==> config.mk <==
export PLATFORM = sky130hd
export DESIGN_NAME = rect_scan_gen
export DESIGN_NICKNAME = d
export VERILOG_FILES = /design/src/rtl/rect_scan_pkg.sv /design/src/rtl/scan_axis.sv /design/src/rtl/scan_fsm.sv /design/src/rtl/rect_scan_gen.sv
export SDC_FILE = /design/constraint.sdc
export NUM_CORES = 1
export LEC_CHECK = 0
export ABC_AREA = 1
export BUFFER_PORTS_ARGS = -buffer_cell sky130_fd_sc_hd__buf_2
export CAP_MARGIN = 5
export CORE_MARGIN = 2
export CORE_UTILIZATION = 35
export DETAILED_ROUTE_END_ITERATION = 8
export PLACE_DENSITY = 0.55
export SLEW_MARGIN = 10
export SYNTH_ARGS = -nofsm -noshare
export SYNTH_HDL_FRONTEND = slang
export SYNTH_HIERARCHICAL = 1
export SYNTH_SLANG_ARGS = --single-unit
==> constraint.sdc <==
create_clock -name clk -period 3.1 [get_ports clk]
set_clock_uncertainty 0.1 [all_clocks]
set_input_delay 0.62 -clock clk [delete_from_list [all_inputs] [get_ports clk]]
set_output_delay 0.62 -clock clk [all_outputs]
set_load 0.1 [all_outputs]
==> src/rtl/rect_scan_pkg.sv <==
package rect_scan_pkg;

    typedef enum logic [1:0] {
        ST_IDLE = 2'd0,
        ST_SCAN = 2'd1,
        ST_DONE = 2'd2
    } scan_state_e;

    localparam logic [1:0] VM_UP       = 2'd0;
    localparam logic [1:0] VM_DOWN     = 2'd1;
    localparam logic [1:0] VM_UP_ALT   = 2'd2;
    localparam logic [1:0] VM_DOWN_ALT = 2'd3;

endpackage

==> src/rtl/scan_axis.sv <==
// One axis walker: loads a starting position and walks by a stride of 1 or 2
// in either direction, reporting when no further position fits the extent.
module scan_axis #(
    parameter int POS_W = 12,
    parameter int LEN_W = 12
) (
    input  logic             clk,
    input  logic             rst_n,
    input  logic             load,
    input  logic             step,
    input  logic [POS_W-1:0] origin,
    input  logic [LEN_W-1:0] extent,
    input  logic             reverse,
    input  logic             skip_one,
    output logic [POS_W-1:0] pos,
    output logic             at_begin,
    output logic             at_end
);

    logic [POS_W-1:0] pos_q;
    logic [LEN_W-1:0] rem_q;
    logic             first_q;
    logic             rev_q;
    logic [LEN_W-1:0] stride;
    logic [LEN_W-1:0] stride_q;
    logic             skip_q;
    logic [POS_W-1:0] start_pos;

    assign stride    = skip_one ? LEN_W'(2) : LEN_W'(1);
    assign stride_q  = skip_q ? LEN_W'(2) : LEN_W'(1);
    assign start_pos = reverse ? (origin + POS_W'(extent) - POS_W'(1)) : origin;

    always_ff @(posedge clk or negedge rst_n) begin
        if (!rst_n) begin
            pos_q   <= '0;
            rem_q   <= '0;
            first_q <= 1'b0;
            rev_q   <= 1'b0;
            skip_q  <= 1'b0;
        end else if (load) begin
            pos_q   <= start_pos;
            rem_q   <= extent - LEN_W'(1);
            first_q <= 1'b1;
            rev_q   <= reverse;
            skip_q  <= skip_one;
        end else if (step) begin
            pos_q   <= rev_q ? (pos_q - POS_W'(stride_q)) : (pos_q + POS_W'(stride_q));
            rem_q   <= rem_q - stride_q;
            first_q <= 1'b0;
        end
    end

    assign pos      = pos_q;
    assign at_begin = first_q;
    assign at_end   = (rem_q < stride_q);

    // The walker must never be stepped once its last position is reached.
    assert_no_step_past_end_R8: assert property (@(posedge clk) disable iff (!rst_n)
        (step && !load) |-> !at_end);

    // A load always leaves the walker at its opening position.
    assert_load_opens_R7: assert property (@(posedge clk) disable iff (!rst_n)
        load |=> at_begin);

    logic unused_stride;
    assign unused_stride = ^stride;

endmodule

==> src/rtl/scan_fsm.sv <==
// Transfer controller: decides when the walkers load and step and when the
// stream and the done pulse are shown.
module scan_fsm
    import rect_scan_pkg::*;
(
    input  logic clk,
    input  logic rst_n,
    input  logic start,
    input  logic zero_dim,
    input  logic fire,
    input  logic line_end,
    input  logic rect_end,
    output logic idle,
    output logic launch,
    output logic x_load,
    output logic x_step,
    output logic y_step,
    output logic out_valid,
    output logic done
);

    scan_state_e state_q, state_d;

    always_comb begin
        state_d = state_q;
        unique case (state_q)
            ST_IDLE: if (start) state_d = zero_dim ? ST_DONE : ST_SCAN;
            ST_SCAN: if (fire && rect_end) state_d = ST_DONE;
            ST_DONE: state_d = ST_IDLE;
            default: state_d = ST_IDLE;
        endcase
    end

    always_ff @(posedge clk or negedge rst_n) begin
        if (!rst_n) state_q <= ST_IDLE;
        else        state_q <= state_d;
    end

    always_comb begin
        idle      = 1'b0;
        launch    = 1'b0;
        x_load    = 1'b0;
        x_step    = 1'b0;
        y_step    = 1'b0;
        out_valid = 1'b0;
        done      = 1'b0;
        unique case (state_q)
            ST_IDLE: begin
                idle   = 1'b1;
                launch = start && !zero_dim;
                x_load = start && !zero_dim;
            end
            ST_SCAN: begin
                out_valid = 1'b1;
                x_step    = fire && !line_end;
                x_load    = fire && line_end && !rect_end;
                y_step    = fire && line_end && !rect_end;
            end
            ST_DONE: done = 1'b1;
            default: ;
        endcase
    end

    assert_done_single_R8: assert property (@(posedge clk) disable iff (!rst_n)
        done |=> !done);

    assert_empty_rect_done_R10: assert property (@(posedge clk) disable iff (!rst_n)
        (idle && start && zero_dim) |=> (done && !out_valid));

    assert_start_ignored_R11: assert property (@(posedge clk) disable iff (!rst_n)
        (out_valid && !(fire && rect_end)) |=> out_valid);

endmodule

==> src/rtl/rect_scan_gen.sv <==
module rect_scan_gen
    import rect_scan_pkg::*;
#(
    parameter int COORD_W = 12,
    parameter int DIM_W   = 12
) (
    input  logic               clk,
    input  logic               rst_n,
    input  logic               start,
    input  logic [COORD_W-1:0] org_x,
    input  logic [COORD_W-1:0] org_y,
    input  logic [DIM_W-1:0]   width,
    input  logic [DIM_W-1:0]   height,
    input  logic               hrev,
    input  logic [1:0]         vmode,
    input  logic               out_ready,
    output logic               out_valid,
    output logic [COORD_W-1:0] out_x,
    output logic [COORD_W-1:0] out_y,
    output logic               out_line_first,
    output logic               out_last,
    output logic               done
);

    logic               idle, launch, x_load, x_step, y_step, fire;
    logic               zero_dim, x_end, y_end, x_first, y_first;
    logic               hrev_q;
    logic [COORD_W-1:0] org_x_q;
    logic [DIM_W-1:0]   width_q;
    logic [COORD_W-1:0] x_org_src;
    logic [DIM_W-1:0]   x_len_src;
    logic               x_rev_src;
    logic               v_down, v_alt;

    assign zero_dim = (width == '0) || (height == '0);
    assign v_down   = (vmode == VM_DOWN) || (vmode == VM_DOWN_ALT);
    assign v_alt    = (vmode == VM_UP_ALT) || (vmode == VM_DOWN_ALT);

    // Row restarts reuse the column description captured at launch.
    always_ff @(posedge clk or negedge rst_n) begin
        if (!rst_n) begin
            org_x_q <= '0;
            width_q <= '0;
            hrev_q  <= 1'b0;
        end else if (launch) begin
            org_x_q <= org_x;
            width_q <= width;
            hrev_q  <= hrev;
        end
    end

    assign x_org_src = idle ? org_x : org_x_q;
    assign x_len_src = idle ? width : width_q;
    assign x_rev_src = idle ? hrev  : hrev_q;

    scan_fsm u_fsm (
        .clk       (clk),
        .rst_n     (rst_n),
        .start     (start),
        .zero_dim  (zero_dim),
        .fire      (fire),
        .line_end  (x_end),
        .rect_end  (x_end && y_end),
        .idle      (idle),
        .launch    (launch),
        .x_load    (x_load),
        .x_step    (x_step),
        .y_step    (y_step),
        .out_valid (out_valid),
        .done      (done)
    );

    scan_axis #(.POS_W(COORD_W), .LEN_W(DIM_W)) u_col (
        .clk      (clk),
        .rst_n    (rst_n),
        .load     (x_load),
        .step     (x_step),
        .origin   (x_org_src),
        .extent   (x_len_src),
        .reverse  (x_rev_src),
        .skip_one (1'b0),
        .pos      (out_x),
        .at_begin (x_first),
        .at_end   (x_end)
    );

    scan_axis #(.POS_W(COORD_W), .LEN_W(DIM_W)) u_row (
        .clk      (clk),
        .rst_n    (rst_n),
        .load     (launch),
        .step     (y_step),
        .origin   (org_y),
        .extent   (height),
        .reverse  (v_down),
        .skip_one (v_alt),
        .pos      (out_y),
        .at_begin (y_first),
        .at_end   (y_end)
    );

    assign fire           = out_valid && out_ready;
    assign out_line_first = x_first;
    assign out_last       = x_end && y_end;

    logic unused_row_first;
    assign unused_row_first = y_first;

    assert_hold_under_stall_R9: assert property (@(posedge clk) disable iff (!rst_n)
        (out_valid && !out_ready) |=> (out_valid && $stable(out_x) && $stable(out_y)
                                       && $stable(out_line_first) && $stable(out_last)));

    assert_last_then_done_R8: assert property (@(posedge clk) disable iff (!rst_n)
        (fire && out_last) |=> done);

    assert_done_quiet_R8: assert property (@(posedge clk) disable iff (!rst_n)
        done |-> !out_valid);

    assert_row_stays_R2: assert property (@(posedge clk) disable iff (!rst_n)
        (fire && !x_end) |=> ($stable(out_y) && !out_line_first));

endmodule

==> impl_metrics.csv <==
group,metric,value,unit
outcome,status,"finished, final reports clean",
worst_setup_path,critPathKind,"flip-flop to primary output",
detailed_routing,drc,0,
finish,area_growth,19.9,%
clock_tree,cts_buffers,9,
sta,rsz0062_at_grt,"yes",
grt,antenna_found_initial,1,
detailed_routing,drtIter0Drc,395,
logic_synthesis,syn_area,7880,µm²
floorplanning,die-area,23700,µm²
placement,dp_hpwl,17600,µm
grt,track_usage,19.0,%
sta,fin_crit_sh,96.7,%
logic_synthesis,ys.warnings.count,6,
hold_path,hp-class,"primary input to async pin",
floorplanning,initial_utilization,35.9,%
floorplanning,coreArea,22000,µm²
logic_synthesis,syn-instance-count,1239,
detailed_routing,wl,22500,µm
clock_tree,path_clk_slew,0.07,ns
worst_setup_path,start_kind,"flip-flop",
detailed_routing,dr.pass1.iters,4,
finish,final.fill_count,2394,
placement,port_buffers,82,
floorplanning,core.rowCount,54,
detailed_routing,via_per_inst,4.78,
logic_synthesis,syn_nets,1370,
clock_tree,cts_tree,"built",
finish,finish.utilization,43.0,%
detailed_routing,num_vias,7803,
worst_setup_path,r2r-start,"u_fsm/state_q[0]$_DFFE_PN0P_",
clock_tree,h-tree-depth,3,
grt,grt_pass1_wl,36400,µm
sta,worst_slack,0.103,ns
worst_setup_path,crit_fanout,3,
worst_setup_path,cp_data_arrival_time,2.28,ns
sta,hold_viol,0,
sta,maxSlewViolCount,0,
sta,setup_viol_count_final,0,
worst_setup_path,critPathLaunch,"u_col/skip_q$_DFFE_PN0P_",
detailed_routing,wire_per_inst,13.8,µm
clock_tree,root_buffer,"clkbuf_16",
finish,multi_input_area,5020,µm²
finish,regArea,2000,µm²
grt,grt_max_degree,81,
finish,drive_above_1_share,16.6,%
placement,pre_cts_ws,-0.00307,ns
worst_setup_path,critPathRequiredTime,2.38,ns
detailed_routing,postRouteAntennaNets,0,
sta,max_freq,0.334,GHz
clock_tree,clk_path_buf_depth,2,
floorplanning,die_h,154,µm
worst_setup_path,end_kind,"primary output",
floorplanning,num_io_pins,83,
run,drv_cap,0,
sta,min_period,3.00,ns
grt,grt_pass1_vias,7460,
placement,routabilityCongestion,0.852,
clock_tree,clock_latency,0.35,ns
clock_tree,clock-sinks,80,
clock_tree,cts_hold_buf,0,
floorplanning,die_x,154,µm
logic_synthesis,syn_avg_cell_area,6.36,µm²
grt,overflow,0,
finish,num-nets-final,1479,
==> flip-flops by register name (all words and copies together) (netlist names), 2 cells and up <==
| signal | cells |
|---|---|
| u_row/pos | 12 |
| width_q | 12 |
| u_row/rem_q | 12 |
| u_col/pos | 12 |
| u_fsm/state_q | 2 |
| org_x_q | 12 |
| u_col/rem_q | 12 |
==> metrics by stage <==
stage	hold slack [ns]	instances	area, µm²	setup TNS (ns)
after global placement	0.359	1602	8840	0
final	0.209	1634	9440	0
after CTS	0.223	1618	9140	0
after global routing	0.254	1633	9440	-0.146
after detailed placement	0.357	1602	8840	-0.00569
after floorplan	0.224	1239	7990	-0.658
==> cell type report <==
class	instances	area share, %
diodes	1	0.0265
clock buffers	11	2.57
clock inverters	5	0.596
inverters	237	9.54
multi-input cells	893	53.2
flip-flops and latches	80	21.2
well taps	280	3.71
repair buffers	127	9.18
==> what timing repair did <==
action / CTS / global route
gates cloned: 0 / 3
endpoints found under the hold margin: 0 / 0
pin swaps: 0 / 6
setup buffers: 0 / 12
endpoints found under the setup margin: 2 / 18
gates resized for setup: 1 / 42
==> placed cells by master (no fill, tap or decap), types with 6 or more instances in the layout <==
master and count:
ha_1 61, buf_4 38, xnor2_1 8, nand2_1 335, xor2_1 14, inv_1 221, buf_2 80, nand3_1 79
nand4_1 11, o21ai_0 82, o21ai_1 15, a21oi_1 45, a31oi_1 9, nand3b_1 11, nor2_4 8, o21ai_2 6
inv_2 13, nand2_2 9, nor2_2 13, clkbuf_16 12, dfrtp_1 80, nor2_1 116
==> critical path, cell delays in order, from the launching register on <==
cell	delay (ns)
dfrtp_1	0.41
inv_2	0.09
ha_4	0.14
fa_2	0.20
nand2_2	0.07
nor2_4	0.11
nand2_4	0.07
nor2_4	0.12
nand2_4	0.08
nor4_4	0.16
nand2_1	0.12
clkinvlp_4	0.10
buf_6	0.11
buf_12	0.16
==> worst paths after layout <==
kind / slack (ns) / depth (start not counted) / end
setup / recovery: 0.10 / 13 / out_last
min in group clk: 0.37 / 2 / u_col/at_begin$_DFFE_PN0P_
hold reg to reg: 0.37 / 2 / u_col/at_begin$_DFFE_PN0P_
setup reg to reg: 0.12 / 21 / u_col/pos[9]$_DFFE_PN0P_
hold / removal: 0.21 / 2 / org_x_q[3]$_DFFE_PN0P_
max in group asynchronous: 2.34 / 2 / u_row/skip_q$_DFFE_PN0P_
==> routing by layer <==
layer / global-route usage [%] / part of all wire (%) / vias to the layer above
met5: 0 / 0 / -
met2: 34.1 / 50 / 117
met4: 6.14 / 1.7 / 0
met3: 2.40 / 3.0 / 19
li1: - / - / 4130
met1: 23.7 / 46 / 3537
Power is not shown: default switching activity piles up to over one toggle a cycle in this logic, so the estimate is an artifact.
